--- src/rtl/mtime_pkg.sv ---
package mtime_pkg;
    // Default sizing of the machine time counter (40 MHz reference, 1 s period).
    localparam int unsigned MT_CLK_PER_MS_DEF  = 40000;
    localparam int unsigned MT_MS_PER_BP_DEF   = 1000;
    localparam int unsigned MT_FLAG_MS_DEF     = 100;
    localparam int unsigned MT_BPN_W_DEF       = 32;
    localparam int unsigned MT_MODE_W_DEF      = 4;

    // Width helper that never returns zero.
    function automatic int unsigned mt_width(input int unsigned n);
        return (n > 1) ? $clog2(n) : 1;
    endfunction
endpackage

--- src/rtl/mtime_prescaler.sv ---
module mtime_prescaler
    import mtime_pkg::*;
#(
    parameter int unsigned CLK_PER_MS = MT_CLK_PER_MS_DEF
) (
    input  logic clk,
    input  logic rst_n,
    input  logic pps_edge,
    output logic ms_tick
);
    localparam int unsigned DIV_W = mt_width(CLK_PER_MS);
    localparam logic [DIV_W-1:0] DIV_LAST = DIV_W'(CLK_PER_MS - 1);

    typedef struct packed {
        logic [DIV_W-1:0] div;
    } pre_st_t;

    pre_st_t st_d, st_q;

    always_comb begin
        st_d    = st_q;
        ms_tick = 1'b0;
        if (pps_edge) begin
            st_d.div = '0;
        end else if (st_q.div == DIV_LAST) begin
            st_d.div = '0;
            ms_tick  = 1'b1;
        end else begin
            st_d.div = st_q.div + 1'b1;
        end
    end

    always_ff @(posedge clk or negedge rst_n) begin
        if (!rst_n) st_q <= '0;
        else        st_q <= st_d;
    end

    // the divider phase restarts at the PPS edge
    a_r3_div_restart: assert property (@(posedge clk) disable iff (!rst_n)
        pps_edge |=> (st_q.div == '0));

    // no tick is produced in the cycle of a PPS edge
    a_r2_no_tick_on_pps: assert property (@(posedge clk) disable iff (!rst_n)
        pps_edge |-> !ms_tick);
endmodule

--- src/rtl/mtime_ms_ctr.sv ---
module mtime_ms_ctr
    import mtime_pkg::*;
#(
    parameter int unsigned MS_PER_PERIOD = MT_MS_PER_BP_DEF,
    parameter int unsigned FLAG_MS       = MT_FLAG_MS_DEF,
    localparam int unsigned MS_W         = mt_width(MS_PER_PERIOD)
) (
    input  logic            clk,
    input  logic            rst_n,
    input  logic            pps_edge,
    input  logic            ms_tick,
    output logic            period_start,
    output logic [MS_W-1:0] ms_o,
    output logic            tgm_stb_o,
    output logic            safe_stb_o,
    output logic            missing_o
);
    localparam int unsigned FL_W = mt_width(FLAG_MS);
    localparam logic [MS_W-1:0] MS_LAST = MS_W'(MS_PER_PERIOD - 1);
    localparam logic [FL_W-1:0] FL_LAST = FL_W'(FLAG_MS - 1);

    typedef struct packed {
        logic [MS_W-1:0] ms;
        logic [FL_W-1:0] fl;
        logic            tgm;
        logic            safe;
        logic            miss;
    } ms_st_t;

    ms_st_t st_d, st_q;
    logic   self_wrap;

    always_comb begin
        st_d         = st_q;
        st_d.tgm     = 1'b0;
        st_d.safe    = 1'b0;
        period_start = 1'b0;
        self_wrap    = 1'b0;

        if (pps_edge) begin
            period_start = 1'b1;
        end else if (ms_tick && (st_q.ms == MS_LAST)) begin
            period_start = 1'b1;
            self_wrap    = 1'b1;
        end

        if (period_start) begin
            st_d.ms   = '0;
            st_d.fl   = '0;
            st_d.tgm  = 1'b1;
            st_d.safe = 1'b1;
        end else if (ms_tick) begin
            st_d.ms = st_q.ms + 1'b1;
            if (st_q.fl == FL_LAST) begin
                st_d.fl   = '0;
                st_d.safe = 1'b1;
            end else begin
                st_d.fl = st_q.fl + 1'b1;
            end
        end

        if (self_wrap) st_d.miss = 1'b1;
    end

    always_ff @(posedge clk or negedge rst_n) begin
        if (!rst_n) st_q <= '0;
        else        st_q <= st_d;
    end

    assign ms_o       = st_q.ms;
    assign tgm_stb_o  = st_q.tgm;
    assign safe_stb_o = st_q.safe;
    assign missing_o  = st_q.miss;

    // millisecond stays inside the period
    a_r2_ms_in_range: assert property (@(posedge clk) disable iff (!rst_n)
        st_q.ms <= MS_LAST);

    // PPS edge zeroes the millisecond next cycle
    a_r3_pps_zeroes_ms: assert property (@(posedge clk) disable iff (!rst_n)
        pps_edge |=> (ms_o == '0));

    // missing flag is sticky
    a_r4_missing_sticky: assert property (@(posedge clk) disable iff (!rst_n)
        missing_o |=> missing_o);

    // snapshot strobe only when the millisecond reads zero
    a_r8_tgm_at_zero: assert property (@(posedge clk) disable iff (!rst_n)
        tgm_stb_o |-> (ms_o == '0));

    // flag strobe is a single-cycle pulse
    a_r9_safe_single: assert property (@(posedge clk) disable iff (!rst_n)
        safe_stb_o |=> !safe_stb_o);
endmodule

--- src/rtl/mtime_period_ctr.sv ---
module mtime_period_ctr
    import mtime_pkg::*;
#(
    parameter int unsigned BPN_W  = MT_BPN_W_DEF,
    parameter int unsigned MODE_W = MT_MODE_W_DEF,
    parameter logic [MODE_W-1:0] PREINJ_CODE = MODE_W'(1)
) (
    input  logic              clk,
    input  logic              rst_n,
    input  logic              period_start,
    input  logic              mode_stb,
    input  logic [MODE_W-1:0] mode,
    output logic [BPN_W-1:0]  bpn_o
);
    typedef struct packed {
        logic [BPN_W-1:0] bpn;
    } bp_st_t;

    bp_st_t st_d, st_q;
    logic   run_clear;

    always_comb begin
        st_d      = st_q;
        run_clear = mode_stb && (mode == PREINJ_CODE);
        if (run_clear) begin
            st_d.bpn = '0;
        end else if (period_start) begin
            st_d.bpn = st_q.bpn + 1'b1;
        end
    end

    always_ff @(posedge clk or negedge rst_n) begin
        if (!rst_n) st_q <= '0;
        else        st_q <= st_d;
    end

    assign bpn_o = st_q.bpn;

    // a pre-injection mode strobe clears the period number
    a_r6_preinj_clears: assert property (@(posedge clk) disable iff (!rst_n)
        (mode_stb && (mode == PREINJ_CODE)) |=> (bpn_o == '0));

    // a period start without a clear steps by one
    a_r5_step_one: assert property (@(posedge clk) disable iff (!rst_n)
        (period_start && !(mode_stb && (mode == PREINJ_CODE)))
            |=> (bpn_o == $past(bpn_o) + 1'b1));

    // clear wins over a simultaneous period start
    a_r7_clear_wins: assert property (@(posedge clk) disable iff (!rst_n)
        (period_start && mode_stb && (mode == PREINJ_CODE)) |=> (bpn_o == '0));

    // without a start or clear the number holds
    a_r6_hold: assert property (@(posedge clk) disable iff (!rst_n)
        (!period_start && !mode_stb) |=> $stable(bpn_o));
endmodule

--- src/rtl/mtime_core.sv ---
module mtime_core
    import mtime_pkg::*;
#(
    parameter int unsigned CLK_PER_MS    = MT_CLK_PER_MS_DEF,
    parameter int unsigned MS_PER_PERIOD = MT_MS_PER_BP_DEF,
    parameter int unsigned FLAG_MS       = MT_FLAG_MS_DEF,
    parameter int unsigned BPN_W         = MT_BPN_W_DEF,
    parameter int unsigned MODE_W        = MT_MODE_W_DEF,
    parameter logic [MODE_W-1:0] PREINJ_CODE = MODE_W'(1),
    localparam int unsigned MS_W         = mt_width(MS_PER_PERIOD)
) (
    input  logic                  clk,
    input  logic                  rst_n,
    input  logic                  pps_i,
    input  logic [MODE_W-1:0]     mode_i,
    input  logic                  mode_stb_i,
    output logic [MS_W-1:0]       ms_o,
    output logic [BPN_W-1:0]      bpn_o,
    output logic [BPN_W+MS_W-1:0] mtime_o,
    output logic                  tgm_stb_o,
    output logic                  safe_stb_o,
    output logic                  pps_missing_o
);
    typedef struct packed {
        logic pps_prev;
    } top_st_t;

    top_st_t st_d, st_q;
    logic    pps_edge;
    logic    ms_tick;
    logic    period_start;

    always_comb begin
        st_d          = st_q;
        st_d.pps_prev = pps_i;
        pps_edge      = pps_i && !st_q.pps_prev;
    end

    always_ff @(posedge clk or negedge rst_n) begin
        if (!rst_n) st_q <= '0;
        else        st_q <= st_d;
    end

    mtime_prescaler #(
        .CLK_PER_MS (CLK_PER_MS)
    ) u_pre (
        .clk      (clk),
        .rst_n    (rst_n),
        .pps_edge (pps_edge),
        .ms_tick  (ms_tick)
    );

    mtime_ms_ctr #(
        .MS_PER_PERIOD (MS_PER_PERIOD),
        .FLAG_MS       (FLAG_MS)
    ) u_ms (
        .clk          (clk),
        .rst_n        (rst_n),
        .pps_edge     (pps_edge),
        .ms_tick      (ms_tick),
        .period_start (period_start),
        .ms_o         (ms_o),
        .tgm_stb_o    (tgm_stb_o),
        .safe_stb_o   (safe_stb_o),
        .missing_o    (pps_missing_o)
    );

    mtime_period_ctr #(
        .BPN_W       (BPN_W),
        .MODE_W      (MODE_W),
        .PREINJ_CODE (PREINJ_CODE)
    ) u_bp (
        .clk          (clk),
        .rst_n        (rst_n),
        .period_start (period_start),
        .mode_stb     (mode_stb_i),
        .mode         (mode_i),
        .bpn_o        (bpn_o)
    );

    assign mtime_o = {bpn_o, ms_o};

    // a held PPS level produces only one edge
    a_r3_single_edge: assert property (@(posedge clk) disable iff (!rst_n)
        pps_edge |=> !pps_edge);

    // the snapshot strobe coincides with the flag strobe
    a_r8_tgm_implies_safe: assert property (@(posedge clk) disable iff (!rst_n)
        tgm_stb_o |-> safe_stb_o);
endmodule

--- config.mk ---
export PLATFORM = sky130hd
export DESIGN_NAME = mtime_core
export DESIGN_NICKNAME = d
export VERILOG_FILES = /design/src/rtl/mtime_pkg.sv /design/src/rtl/mtime_prescaler.sv /design/src/rtl/mtime_ms_ctr.sv /design/src/rtl/mtime_period_ctr.sv /design/src/rtl/mtime_core.sv
export SDC_FILE = /design/constraint.sdc
export NUM_CORES = 1
export LEC_CHECK = 0
export ABC_AREA = 1
export BUFFER_PORTS_ARGS = -buffer_cell sky130_fd_sc_hd__buf_4
export CORE_UTILIZATION = 38
export CTS_BUF_LIST = sky130_fd_sc_hd__clkbuf_2 sky130_fd_sc_hd__clkbuf_4 sky130_fd_sc_hd__clkbuf_8
export DETAILED_ROUTE_END_ITERATION = 7
export HOLD_SLACK_MARGIN = 0.06
export PLACE_DENSITY = 0.61
export SLEW_MARGIN = 0
export SYNTH_ARGS = -nofsm -noshare
export SYNTH_HDL_FRONTEND = slang
export SYNTH_HIERARCHICAL = 1
export SYNTH_SLANG_ARGS = --single-unit
export TNS_END_PERCENT = 20
--- constraint.sdc ---
create_clock -name clk -period 7.9 [get_ports clk]
set_clock_uncertainty 0.2 [all_clocks]
set_input_delay 0.79 -clock clk [delete_from_list [all_inputs] [get_ports clk]]
set_output_delay 0.79 -clock clk [all_outputs]
set_load 0.01 [all_outputs]
==> impl_metrics.yaml, run 1 <==
clock_network:
  worst_setup_hold_path_clk_slew_ns: 0.08
  cts_htree_levels: 3
  cts_setup_buffers: 0
  cts_tree: "done"
  cts_max_path_buffers: 2
  cts.hold.buffers_added: 0
  clock_insertion_delay_worst_skew_ns: 0.35
  clock_tree.root_cell: "sky130_fd_sc_hd__clkbuf_8"
  clk_sinks: 69
  cts-buffers-inserted: 9
  post_cts.resized_instances: 0
synth:
  synthesis.instances: 578
  ys_top_cells_by_area: "sky130_fd_sc_hd__dfrtp_1, sky130_fd_sc_hd__nand2_1, sky130_fd_sc_hd__buf_4, sky130_fd_sc_hd__nor2_1, sky130_fd_sc_hd__nand3_1"
  yosys_register_bits: 69
  synth.largest_area_cell: "sky130_fd_sc_hd__dfrtp_1"
  synthesis.area_um2: 4370
  average_cell_area_after_synthesis_um2: 7.55
  synth_fp_nets: 590
  seq_area_frac_synth_pct: 39.5
  synth_top_area_share_pct: 39.5
  count_of_distinct_cell_types_in_the_synthesized_netlist: 35
  yosys_warnings: 6
sta:
  report.final.slew_viol_count: 0
  worst-slew-pin-transition_ns: 0.859
  rsz0062_at_grt: "no"
  finalSetupViolations: 0
  timing.final.crit_share_pct: 45.2
  worst_slew_slack_as_a_fraction_of_its_limit_pct: 42.5
  finalHoldViolCount: 0
  period_minus_slack_ns: 3.57
  total_negative_slack_ns: 0
  max_freq_mhz: 280
detailed_routing:
  detailroute.via_count: 3778
  totalWireLength_um: 10100
  dr_pass1_iterations: 6
  post-route-drc-count: 0
  route.antenna.remaining_nets: 0
  routed_wire_length_per_instance_um: 13.1
  drt-initial-drc-count: 152
  vias_per_cell: 4.90
floorplanning:
  floorplan.core_area_um2: 11000
  dieArea_um2: 11900
  ioPinCount: 95
  num_rows: 38
  start_util_pct: 39.6
  fp.dieW_um: 109
  fp.dieH_um: 109
grt:
  grt_pass1_vias: 3605
  grt_start_max_net_pins: 70
  grt.total_usage_pct: 18.0
  grt_first_pass_wirelength_um: 16800
  gr-total-overflow: 0
  initial_antenna_violation_count: 0
cells_and_area:
  antenna-diode-count: 0
  stdcell_count: 771
  final_net_count: 638
  layout-area-overhead-vs-synth_pct: 15.2
  drive_gt1_share_pct: 25.7
setup_path:
  worst-path-max-fanout: 26
  crit_path_end_kind: "register"
  start_kind: "register"
  criticalPathCategory: "register to register"
  worst-endpoint-required_ns: 7.91
  cp_data_arrival_time_ns: 3.58
pwr:
  vdd.ir_drop.worst_v: 0.0000835
  power_density_nw_per_um2: 176
  p_leak_nw: 2.49
flow_run:
  cap_violations: 0
placement:
  place.gp.congestion: 0.854
  numPortBuffers: 94
  dp_hpwl_um: 7390
  post-place-cells: 755
min_path:
  worstHoldPathType: "register to register"
outcome:
  outcome: "finished, final reports clean"
-- worst paths after layout --
kind | startpoint | end | slack (ns) | depth (start not counted)
min in group asynchronous | rst_n | u_bp/bpn_o[12]$_DFFE_PN0P_ | 0.36 | 1
setup / recovery | u_pre/st_q[0]$_DFF_PN0_ | u_bp/bpn_o[4]$_DFFE_PN0P_ | 4.33 | 14
hold / removal | u_pre/st_q[0]$_DFF_PN0_ | u_pre/st_q[0]$_DFF_PN0_ | 0.29 | 1
setup reg to reg | u_pre/st_q[0]$_DFF_PN0_ | u_bp/bpn_o[4]$_DFFE_PN0P_ | 4.33 | 14
max in group asynchronous | rst_n | u_ms/st_q[9]$_DFFE_PN0P_ | 6.58 | 1
hold reg to reg | u_pre/st_q[0]$_DFF_PN0_ | u_pre/st_q[0]$_DFF_PN0_ | 0.29 | 1
-- worst max-delay path, stage by stage (launching register included) --
cell                      delay [ns]
sky130_fd_sc_hd__dfrtp_1        0.39
sky130_fd_sc_hd__ha_1           0.22
sky130_fd_sc_hd__nand3_2        0.14
sky130_fd_sc_hd__nor2_4         0.17
sky130_fd_sc_hd__nand3_2        0.13
sky130_fd_sc_hd__nor2_1         0.67
sky130_fd_sc_hd__nand2_1        0.12
sky130_fd_sc_hd__nor2_1         0.17
sky130_fd_sc_hd__nand3_2        0.13
sky130_fd_sc_hd__nand2_4        0.29
sky130_fd_sc_hd__nand2_1        0.16
sky130_fd_sc_hd__nor2_4         0.14
sky130_fd_sc_hd__inv_2          0.08
sky130_fd_sc_hd__o21ai_0        0.30
sky130_fd_sc_hd__a21oi_1        0.11
-- cell families (layout without fill, tap and decap cells) --
family	after synthesis	after routing	synth area share [%]
and+or+nand+nor	323	323	34.6
xor gates and xnor gates	13	13	2.61
adders and majority gates	4	4	1.15
AOI/OAI and AO/OA	56	56	7.28
buffers and inverters	113	166	14.9
DFF	69	69	39.5
-- sequential cells by signal, indices dropped and copies added, names as in the netlist --
signal,cells
u_bp/bpn_o,32
u_pre/st_q,16
u_ms/ms_o,10
u_ms/st_q,7
st_q,1
u_ms/missing_o,1
u_ms/safe_stb_o,1
u_ms/tgm_stb_o,1
-- power breakdown --
part | internal, W | leakage [nW] | total, W | switching (W)
clock network | 0.000175 | 0.109 | 0.000308 | 0.000133
logic | 0.0000709 | 1.44 | 0.000154 | 0.0000827
registers | 0.000383 | 0.936 | 0.000426 | 0.0000430
-- synth_stat cells --
| master | instances |
|---|---|
| sky130_fd_sc_hd__nand3_1 | 40 |
| sky130_fd_sc_hd__xnor2_1 | 2 |
| sky130_fd_sc_hd__a31oi_1 | 2 |
| sky130_fd_sc_hd__and2_1 | 1 |
| sky130_fd_sc_hd__nand2_2 | 9 |
| sky130_fd_sc_hd__buf_12 | 1 |
| sky130_fd_sc_hd__nor2_1 | 91 |
| sky130_fd_sc_hd__o21ai_1 | 3 |
| sky130_fd_sc_hd__buf_4 | 54 |
| sky130_fd_sc_hd__a21oi_1 | 28 |
| sky130_fd_sc_hd__inv_4 | 1 |
| sky130_fd_sc_hd__nor3_4 | 1 |
| sky130_fd_sc_hd__xor2_1 | 11 |
| sky130_fd_sc_hd__nand3_2 | 6 |
| sky130_fd_sc_hd__buf_2 | 3 |
| sky130_fd_sc_hd__o21a_1 | 1 |
| sky130_fd_sc_hd__nor3_1 | 4 |
| sky130_fd_sc_hd__inv_2 | 5 |
| sky130_fd_sc_hd__nor3b_1 | 2 |
| sky130_fd_sc_hd__nor2_4 | 7 |
| sky130_fd_sc_hd__nand2_1 | 133 |
| sky130_fd_sc_hd__nor2_2 | 15 |
| sky130_fd_sc_hd__nand4_1 | 9 |
| sky130_fd_sc_hd__a2bb2oi_1 | 2 |
| sky130_fd_sc_hd__nor3b_2 | 1 |
| sky130_fd_sc_hd__dfrtp_1 | 69 |
| sky130_fd_sc_hd__nand2_4 | 2 |
| sky130_fd_sc_hd__a21oi_2 | 1 |
| sky130_fd_sc_hd__o21ai_0 | 12 |
| sky130_fd_sc_hd__ha_1 | 4 |
| sky130_fd_sc_hd__nor2_8 | 1 |
| sky130_fd_sc_hd__o21bai_1 | 6 |
| sky130_fd_sc_hd__inv_1 | 49 |
| sky130_fd_sc_hd__nor3_2 | 1 |
| sky130_fd_sc_hd__o21bai_2 | 1 |
-- final cells by class --
type | count | area, um2
Clock buffer | 13 | 173
Sequential cell | 69 | 1730
Inverter | 55 | 209
Multi-Input combinational cell | 396 | 1990
Tap cell | 140 | 175
Fill cell | 1128 | 6000
Clock inverter | 3 | 42.5
Timing Repair Buffer | 95 | 713
-- through the flow --
stage	area, um2	hold slack [ns]	power [W]	setup slack, ns	util [%]
6_report	5030	0.286	0.000887	4.33	45.6
3_5_place_dp	4810	0.279	0.000589	4.29	43.6
4_1_cts	5030	0.291	0.000904	4.30	45.6
2_1_floorplan	4370	0.252	0.000526	5.13	-
3_3_place_gp	4810	0.269	0.000586	4.43	43.6
5_1_grt	5030	0.327	0.000943	3.98	45.6
-- per-layer routing --
layer | up-vias | wire length [um] | global-route usage [%]
met5 | - | 0 | 0
met4 | 0 | 164 | 6.67
met3 | 11 | 424 | 4.00
met2 | 90 | 5070 | 31.4
met1 | 1794 | 4400 | 21.7
li1 | 1883 | - | -
-- layout by cell type (no fill, tap or decap), types with 6 or more instances in the layout --
master,Yosys,layout
sky130_fd_sc_hd__buf_4,54,95
sky130_fd_sc_hd__nor2_4,7,7
sky130_fd_sc_hd__o21ai_0,12,12
sky130_fd_sc_hd__o21bai_1,6,6
sky130_fd_sc_hd__a21oi_1,28,28
sky130_fd_sc_hd__nand3_2,6,6
sky130_fd_sc_hd__nand2_2,9,9
sky130_fd_sc_hd__nand3_1,40,40
sky130_fd_sc_hd__nand4_1,9,9
sky130_fd_sc_hd__xor2_1,11,11
sky130_fd_sc_hd__dfrtp_1,69,69
sky130_fd_sc_hd__nand2_1,133,133
sky130_fd_sc_hd__clkbuf_8,0,12
sky130_fd_sc_hd__inv_1,49,49
sky130_fd_sc_hd__nor2_1,91,91
sky130_fd_sc_hd__nor2_2,15,15
Power figures use the tool's default switching activity.
==> run 2: changes to the inputs <==
Settings changed: PLACE_DENSITY 0.61 to 0.63.
Clock period 7.9 ns to 3.2 ns, I/O delays scaled along.
==> run 2 against run 1 <==
  * Cell count rose by 0.39%
  * Register-to-register slack got worse by 3.8 ns
  * Fmax rose by 33%
  * Largest cell class unchanged
  * Power rose by 140%
  * Final area rose by 0.37%
  * Die area did not move
  * Sequential share of layout area fell by 0.13 points
  * Global-route usage barely moved
  * Worst hold slack improved by 0.0044 ns
  * Sequential cell count did not move
  * Clock power rose by 130%
  * Utilization rose by 0.17 points
==> impl_metrics.yaml, run 2 (synthesis gave the netlist of run 1 again) <==
outcome:
  outcome: "finished, final reports clean"
clock_network:
  cts_tree: "done"
  clk_sinks: 69
  post_cts.resized_instances: 0
  worst_setup_hold_path_clk_slew_ns: 0.07
  clock_insertion_delay_worst_skew_ns: 0.35
  cts-buffers-inserted: 9
  cts_setup_buffers: 0
  cts.hold.buffers_added: 2
  cts_max_path_buffers: 2
  cts_htree_levels: 3
  clock_tree.root_cell: "sky130_fd_sc_hd__clkbuf_8"
setup_path:
  timing.critical_path.slowest_stage_cell: "sky130_fd_sc_hd__dfrtp_1"
  cpLargestDelayFamily: "simple AND/OR/NAND/NOR gates"
  start_kind: "register"
  worst_path_largest_cell_delay_ns: 0.39
  worst-path-max-fanout: 9
  cp_data_arrival_time_ns: 2.73
  criticalPathCategory: "register to register"
  path_buf_inv: 0
  critical_path.cell_chain: "ha_1 > nand3_2 > nor2_4 > nand3_2 > nor2_1 > nand2_1 > nor2_1 > nand3_2 > nand2_4 > nand2_1 > nor2_4 > nand3_2 > nor2_1 > nand3_1 > nand2_1 > nor2_1"
  worst-endpoint-required_ns: 3.23
  crit_path_end_kind: "register"
sta:
  timing.final.crit_share_pct: 84.3
  worst_slew_slack_as_a_fraction_of_its_limit_pct: 42.5
  period_minus_slack_ns: 2.70
  worst-slew-pin-transition_ns: 0.863
  total_negative_slack_ns: 0
  finalSetupViolations: 0
  finalHoldViolCount: 0
  report.final.slew_viol_count: 0
  rsz0062_at_grt: "no"
  max_freq_mhz: 371
pwr:
  p_clk_share_pct: 33.5
  power_frac_seq_pct: 48.8
  p_sw_w: 0.000635
  comb_power_share_pct: 17.8
  power_density_nw_per_um2: 427
  power_report.internal_total_w: 0.00152
  vdd.ir_drop.worst_v: 0.000261
  swShare_pct: 29.5
  p_leak_nw: 2.50
placement:
  place.gp.congestion: 0.880
  post_dp_cell_area_um2: 4830
  numPortBuffers: 94
  dp_hpwl_um: 7350
flow_run:
  cap_violations: 0
detailed_routing:
  totalWireLength_um: 9930
  routed_wire_length_per_instance_um: 12.8
  vias_per_cell: 4.83
  drt-initial-drc-count: 213
  detailroute.via_count: 3742
  route.antenna.remaining_nets: 0
  post-route-drc-count: 0
  dr_pass1_iterations: 5
grt:
  grt_start_max_net_pins: 70
  grt_use_met1_pct: 22.6
  top_usage_layer: "met2"
  groute.layer.met2.usage_pct: 31.1
  grt.total_usage_pct: 18.0
  grt_pass1_vias: 3574
  initial_antenna_violation_count: 0
  grt_util_met3_pct: 3.77
  gr-total-overflow: 0
  grt_first_pass_wirelength_um: 16900
floorplanning:
  ioPinCount: 95
  fp.dieW_um: 109
  fp.dieH_um: 109
  start_util_pct: 39.6
  floorplan.core_area_um2: 11000
  num_rows: 38
  dieArea_um2: 11900
cells_and_area:
  layout.cells.most_common_list: "sky130_fd_sc_hd__nand2_1, sky130_fd_sc_hd__buf_4, sky130_fd_sc_hd__nor2_1"
  layout-area-overhead-vs-synth_pct: 15.6
  final_area_um2: 5050
  final_net_count: 642
  final_common_cell: "sky130_fd_sc_hd__nand2_1"
  drive_gt1_share_pct: 25.7
  antenna-diode-count: 0
  largest_reg_flops: 32
min_path:
  worstHoldPathType: "register to register"
run 2: cell types whose count changed in the layout (fill, tap and decap cells not counted):
cell,previous run,this run
sky130_fd_sc_hd__buf_4,95,97
sky130_fd_sc_hd__dlygate4sd3_1,0,2
sky130_fd_sc_hd__clkbuf_4,1,0
sky130_fd_sc_hd__clkbuf_8,12,11
sky130_fd_sc_hd__clkinv_2,1,2
run 2: path summary, 6_finish.rpt:
kind	startpoint	end	slack, ns	cells past startpoint
setup / recovery	u_pre/st_q[0]$_DFF_PN0_	u_bp/bpn_o[26]$_DFFE_PN0P_	0.50	16
hold / removal	u_pre/st_q[0]$_DFF_PN0_	u_pre/st_q[0]$_DFF_PN0_	0.29	1
setup reg to reg	u_pre/st_q[0]$_DFF_PN0_	u_bp/bpn_o[26]$_DFFE_PN0P_	0.50	16
hold reg to reg	u_pre/st_q[0]$_DFF_PN0_	u_pre/st_q[0]$_DFF_PN0_	0.29	1
max in group asynchronous	rst_n	u_ms/st_q[7]$_DFFE_PN0P_	1.81	2
min in group asynchronous	rst_n	u_bp/bpn_o[26]$_DFFE_PN0P_	0.43	2
run 2: routing by layer:
layer | vias to the layer above | wire length, um
met5 | - | 0
met4 | 0 | 103
met3 | 10 | 514
met2 | 113 | 4930
met1 | 1735 | 4380
li1 | 1884 | -
run 2: worst register-to-register path, stage by stage, from the launching register on:
cell,delay [ns]
sky130_fd_sc_hd__dfrtp_1,0.39
sky130_fd_sc_hd__ha_1,0.21
sky130_fd_sc_hd__nand3_2,0.13
sky130_fd_sc_hd__nor2_4,0.16
sky130_fd_sc_hd__nand3_2,0.12
sky130_fd_sc_hd__nor2_1,0.14
sky130_fd_sc_hd__nand2_1,0.07
sky130_fd_sc_hd__nor2_1,0.13
sky130_fd_sc_hd__nand3_2,0.13
sky130_fd_sc_hd__nand2_4,0.16
sky130_fd_sc_hd__nand2_1,0.11
sky130_fd_sc_hd__nor2_4,0.14
sky130_fd_sc_hd__nand3_2,0.12
sky130_fd_sc_hd__nor2_1,0.15
sky130_fd_sc_hd__nand3_1,0.09
sky130_fd_sc_hd__nand2_1,0.07
sky130_fd_sc_hd__nor2_1,0.06
run 2: final cells by class:
cell class	count	area, um2
Tap cell	140	175
Fill cell	1120	5980
Clock inverter	4	47.5
Sequential cell	69	1730
Timing Repair Buffer	99	748
Clock buffer	11	151
Multi-Input combinational cell	396	1990
Inverter	55	209
run 2: per-stage QoR:
step / setup slack (ns) / hold WS, ns / cells / util, % / power, W
floorplan: 0.428 / -0.176 / 578 / - / 0.00130
global placement: 0.593 / 0.240 / 757 / 43.8 / 0.00145
detailed placement: 0.509 / 0.240 / 757 / 43.8 / 0.00145
CTS: 0.500 / 0.293 / 774 / 45.8 / 0.00219
global route: 0.138 / 0.315 / 774 / 45.8 / 0.00229
finish: 0.504 / 0.290 / 774 / 45.8 / 0.00215
run 2: power by group through the flow:
| stage | combinational [W] | sequential (W) | clock (W) |
|---|---|---|---|
| final | 0.000383 | 0.00105 | 0.000720 |
| after detailed placement | 0.000384 | 0.00107 | 0 |
| after CTS | 0.000387 | 0.00105 | 0.000753 |
| after global placement | 0.000381 | 0.00107 | 0 |
| after global routing | 0.000430 | 0.00107 | 0.000790 |
| after floorplan | 0.000236 | 0.00106 | 0 |
==> run 3: changes to the inputs <==
Settings changed: ABC_AREA 1 to 0, PLACE_DENSITY 0.63 to 0.62.
Clock period 3.2 ns to 2.7 ns, I/O delays scaled along.
==> run 3 against run 2 <==
  * The flow now finishes with violations (negative setup slack)
  * Clock power is essentially flat
  * Register-to-register slack lost 1.1 ns
  * Fmax shrank 18%
  * Synthesized cell count shrank 29%
  * Utilization grew 4.6 points
  * Wire length shrank 12%
  * Power grew 9.4%
  * Clock-buffer cell count shrank 1
  * Combinational power grew 14%
  * First-iteration DRC count shrank 44%
  * Global-route usage shrank 1.2 points
  * Area after synthesis shrank 10%
==> impl_metrics.yaml, run 3 <==
synth:
  ys_top_cells_by_area: "sky130_fd_sc_hd__dfrtp_1, sky130_fd_sc_hd__buf_4, sky130_fd_sc_hd__xnor2_1, sky130_fd_sc_hd__nor2_1, sky130_fd_sc_hd__a21oi_1"
  average_cell_area_after_synthesis_um2: 9.56
  ys_async_sr_fraction_pct: 100
  synth_top_area_share_pct: 44.0
  yosysMostFrequentCell: "sky130_fd_sc_hd__dfrtp_1"
  synthesis.area_um2: 3930
  xor_xnor_portion_of_the_synthesized_cell_area_pct: 6.69
  post_synth_fa_ha_maj_area_fraction_pct: 1.27
  synth-edff-count: 0
  synthesis.instances: 411
  synth_ff_type: "sky130_fd_sc_hd__dfrtp_1"
  synth-compound-area-share_pct: 10.0
  synth.largest_area_cell: "sky130_fd_sc_hd__dfrtp_1"
  synth_top_family_by_area: "simple AND/OR/NAND/NOR gates"
  synthSimpleGateAreaFrac_pct: 23.7
  seq_area_frac_synth_pct: 44.0
  synth.cells.most_frequent: "sky130_fd_sc_hd__dfrtp_1, sky130_fd_sc_hd__buf_4, sky130_fd_sc_hd__nor2_1"
  count_of_distinct_cell_types_in_the_synthesized_netlist: 53
  muxShareOfSynthArea_pct: 1.02
  yosys_register_bits: 69
  synth_fp_nets: 423
  yosys_warnings: 6
clock_network:
  clk_sinks: 69
  clock_tree.root_cell: "sky130_fd_sc_hd__clkbuf_8"
  worst_setup_hold_path_clk_slew_ns: 0.07
  clock_insertion_delay_worst_skew_ns: 0.33
  cts-buffers-inserted: 9
  cts_tree: "done"
  cts_max_path_buffers: 2
  cts_htree_levels: 3
detailed_routing:
  totalWireLength_um: 8770
  route.antenna.remaining_nets: 0
  post-route-drc-count: 0
  detailroute.via_count: 3287
  wl_met1_um: 4070
  met3RoutedLength_um: 357
  vias_per_cell: 5.15
  highest-signal-layer: "met4"
  met2WireLength_um: 4250
  routed_wire_length_per_instance_um: 13.7
  dr_pass1_iterations: 4
  drt-initial-drc-count: 120
placement:
  dp_hpwl_um: 6040
  numPortBuffers: 94
  place.gp.congestion: 0.812
  place_ws_ns: -0.658
  post_dp_cell_area_um2: 4690
setup_path:
  cp_data_arrival_time_ns: 3.29
  criticalPathCategory: "register to register"
  crit_path_end_kind: "register"
  worst-endpoint-required_ns: 2.71
  start_kind: "register"
  path_buf_inv: 3
  worst_path_largest_cell_delay_ns: 0.55
  cpMostUsedCell: "sky130_fd_sc_hd__buf_4"
  critical_path.cell_chain: "or4b_4 > nor4_4 > nor2b_4 > nand3_4 > o31ai_4 > nand4_4 > or4_4 > buf_8 > buf_4 > buf_4 > o21ai_0 > a21oi_2"
  cpLargestDelayFamily: "simple AND/OR/NAND/NOR gates"
  timing.critical_path.slowest_stage_cell: "sky130_fd_sc_hd__or4b_4"
  worst-path-max-fanout: 11
sta:
  timing.final.crit_share_pct: 122
  finalHoldViolCount: 0
  fin_hold_ws_ns: 0.136
  report.final.slew_viol_count: 0
  worst_slew_slack_as_a_fraction_of_its_limit_pct: 41.2
  max_freq_mhz: 305
  finalWorstSetupSlack_ns: -0.581
  finalSetupViolations: 26
  period_minus_slack_ns: 3.28
  rsz0062_at_grt: "yes"
  worst-slew-pin-transition_ns: 0.882
  total_negative_slack_ns: -9.07
cells_and_area:
  drive_gt1_share_pct: 36.4
  final_net_count: 513
  layout.cells.most_common_list: "sky130_fd_sc_hd__buf_4, sky130_fd_sc_hd__dfrtp_1, sky130_fd_sc_hd__nor2_1"
  antenna-diode-count: 0
  final_area_um2: 4990
  largest_reg_flops: 32
  fillerInstances: 950
  layout-area-overhead-vs-synth_pct: 27.1
  final_common_cell: "sky130_fd_sc_hd__buf_4"
floorplanning:
  fp.dieW_um: 104
  fp.dieH_um: 104
  start_util_pct: 39.6
  ioPinCount: 95
  num_rows: 36
  dieArea_um2: 10700
  floorplan.core_area_um2: 9910
pwr:
  power_density_nw_per_um2: 472
  p_leak_nw: 2.29
  vdd.ir_drop.worst_v: 0.000230
grt:
  grt_start_max_net_pins: 70
  gr-total-overflow: 0
  grt.total_usage_pct: 16.8
  grt_pass1_vias: 3120
  initial_antenna_violation_count: 0
  grt_first_pass_wirelength_um: 14800
outcome:
  failed_checks: "negative setup slack"
  outcome: "finished with violations"
flow_run:
  cap_violations: 0
min_path:
  worstHoldPathType: "input pin to register"
==> run 3: worst register-to-register path: cells and delay by family (launching register included) <==
family                 cells  cell delay, ns
AND/OR/NAND/NOR            6            1.54
buffers and inverters      3            0.42
AO/OA/AOI/OAI              3            0.61
flip-flops                 1            0.38
==> run 3: power breakdown <==
part | total [W] | internal [W] | switching (W)
Clock | 0.000722 | 0.000347 | 0.000376
Combinational | 0.000438 | 0.000214 | 0.000224
Sequential | 0.00120 | 0.00110 | 0.0000978
==> run 3: area by class of cell <==
cell class                 instances  area, um2  share of cell area, %
clock buffer                      10        138                   2.76
multi-input combinational        263       1760                   35.3
sequential                        69       1730                   34.6
tap                              133        166                   3.33
inverter                          12       45.0                  0.902
timing repair buffer             146       1120                   22.5
clock inverter                     5       27.5                  0.552
==> run 3: layer usage <==
metal / track usage, % / vias to the layer above
li1: - / 1592
met5: 0 / -
met1: 22.0 / 1596
met3: 2.71 / 10
met2: 28.2 / 89
met4: 5.82 / 0
==> run 3: path summary, 6_finish.rpt <==
kind / start / to / slack [ns] / cells past startpoint
worst max register to register: u_pre/st_q[8]$_DFF_PN0_ / u_bp/bpn_o[17]$_DFFE_PN0P_ / -0.58 / 12
worst min register to register: u_ms/missing_o$_DFFE_PN0P_ / u_ms/missing_o$_DFFE_PN0P_ / 0.29 / 2
min in group asynchronous: rst_n / u_ms/ms_o[8]$_DFFE_PN0P_ / 0.40 / 2
max in group asynchronous: rst_n / u_bp/bpn_o[5]$_DFFE_PN0P_ / 1.33 / 2
worst min-delay path: mode_i[1] / u_bp/bpn_o[29]$_DFFE_PN0P_ / 0.14 / 3
worst max-delay path: u_pre/st_q[8]$_DFF_PN0_ / u_bp/bpn_o[17]$_DFFE_PN0P_ / -0.58 / 12
==> run 3: through the flow <==
step | power [W] | std cells | utilization, %
6_report | 0.00236 | 638 | 50.4
5_1_grt | 0.00249 | 638 | 50.4
4_1_cts | 0.00240 | 637 | 50.1
3_5_place_dp | 0.00165 | 615 | 47.3
3_3_place_gp | 0.00164 | 615 | 47.3
2_1_floorplan | 0.00144 | 411 | -
==> run 3: repair_timing <==
action / in CTS / in global routing
buffers inserted: 5 / 1
resized for setup: 12 / 6
hold endpoints to repair: 70 / 0
setup endpoints to repair: 30 / 33
hold buffers: 2 / 0
pin swaps: 16 / 1
==> run 3: cells by family after synthesis <==
family,after synthesis
AND/OR/NAND/NOR,163
buffers and inverters,79
flip-flops,69
AO/OA/AOI/OAI,62
XOR/XNOR,30
multiplexers,4
adder cells (fa/ha/maj),4
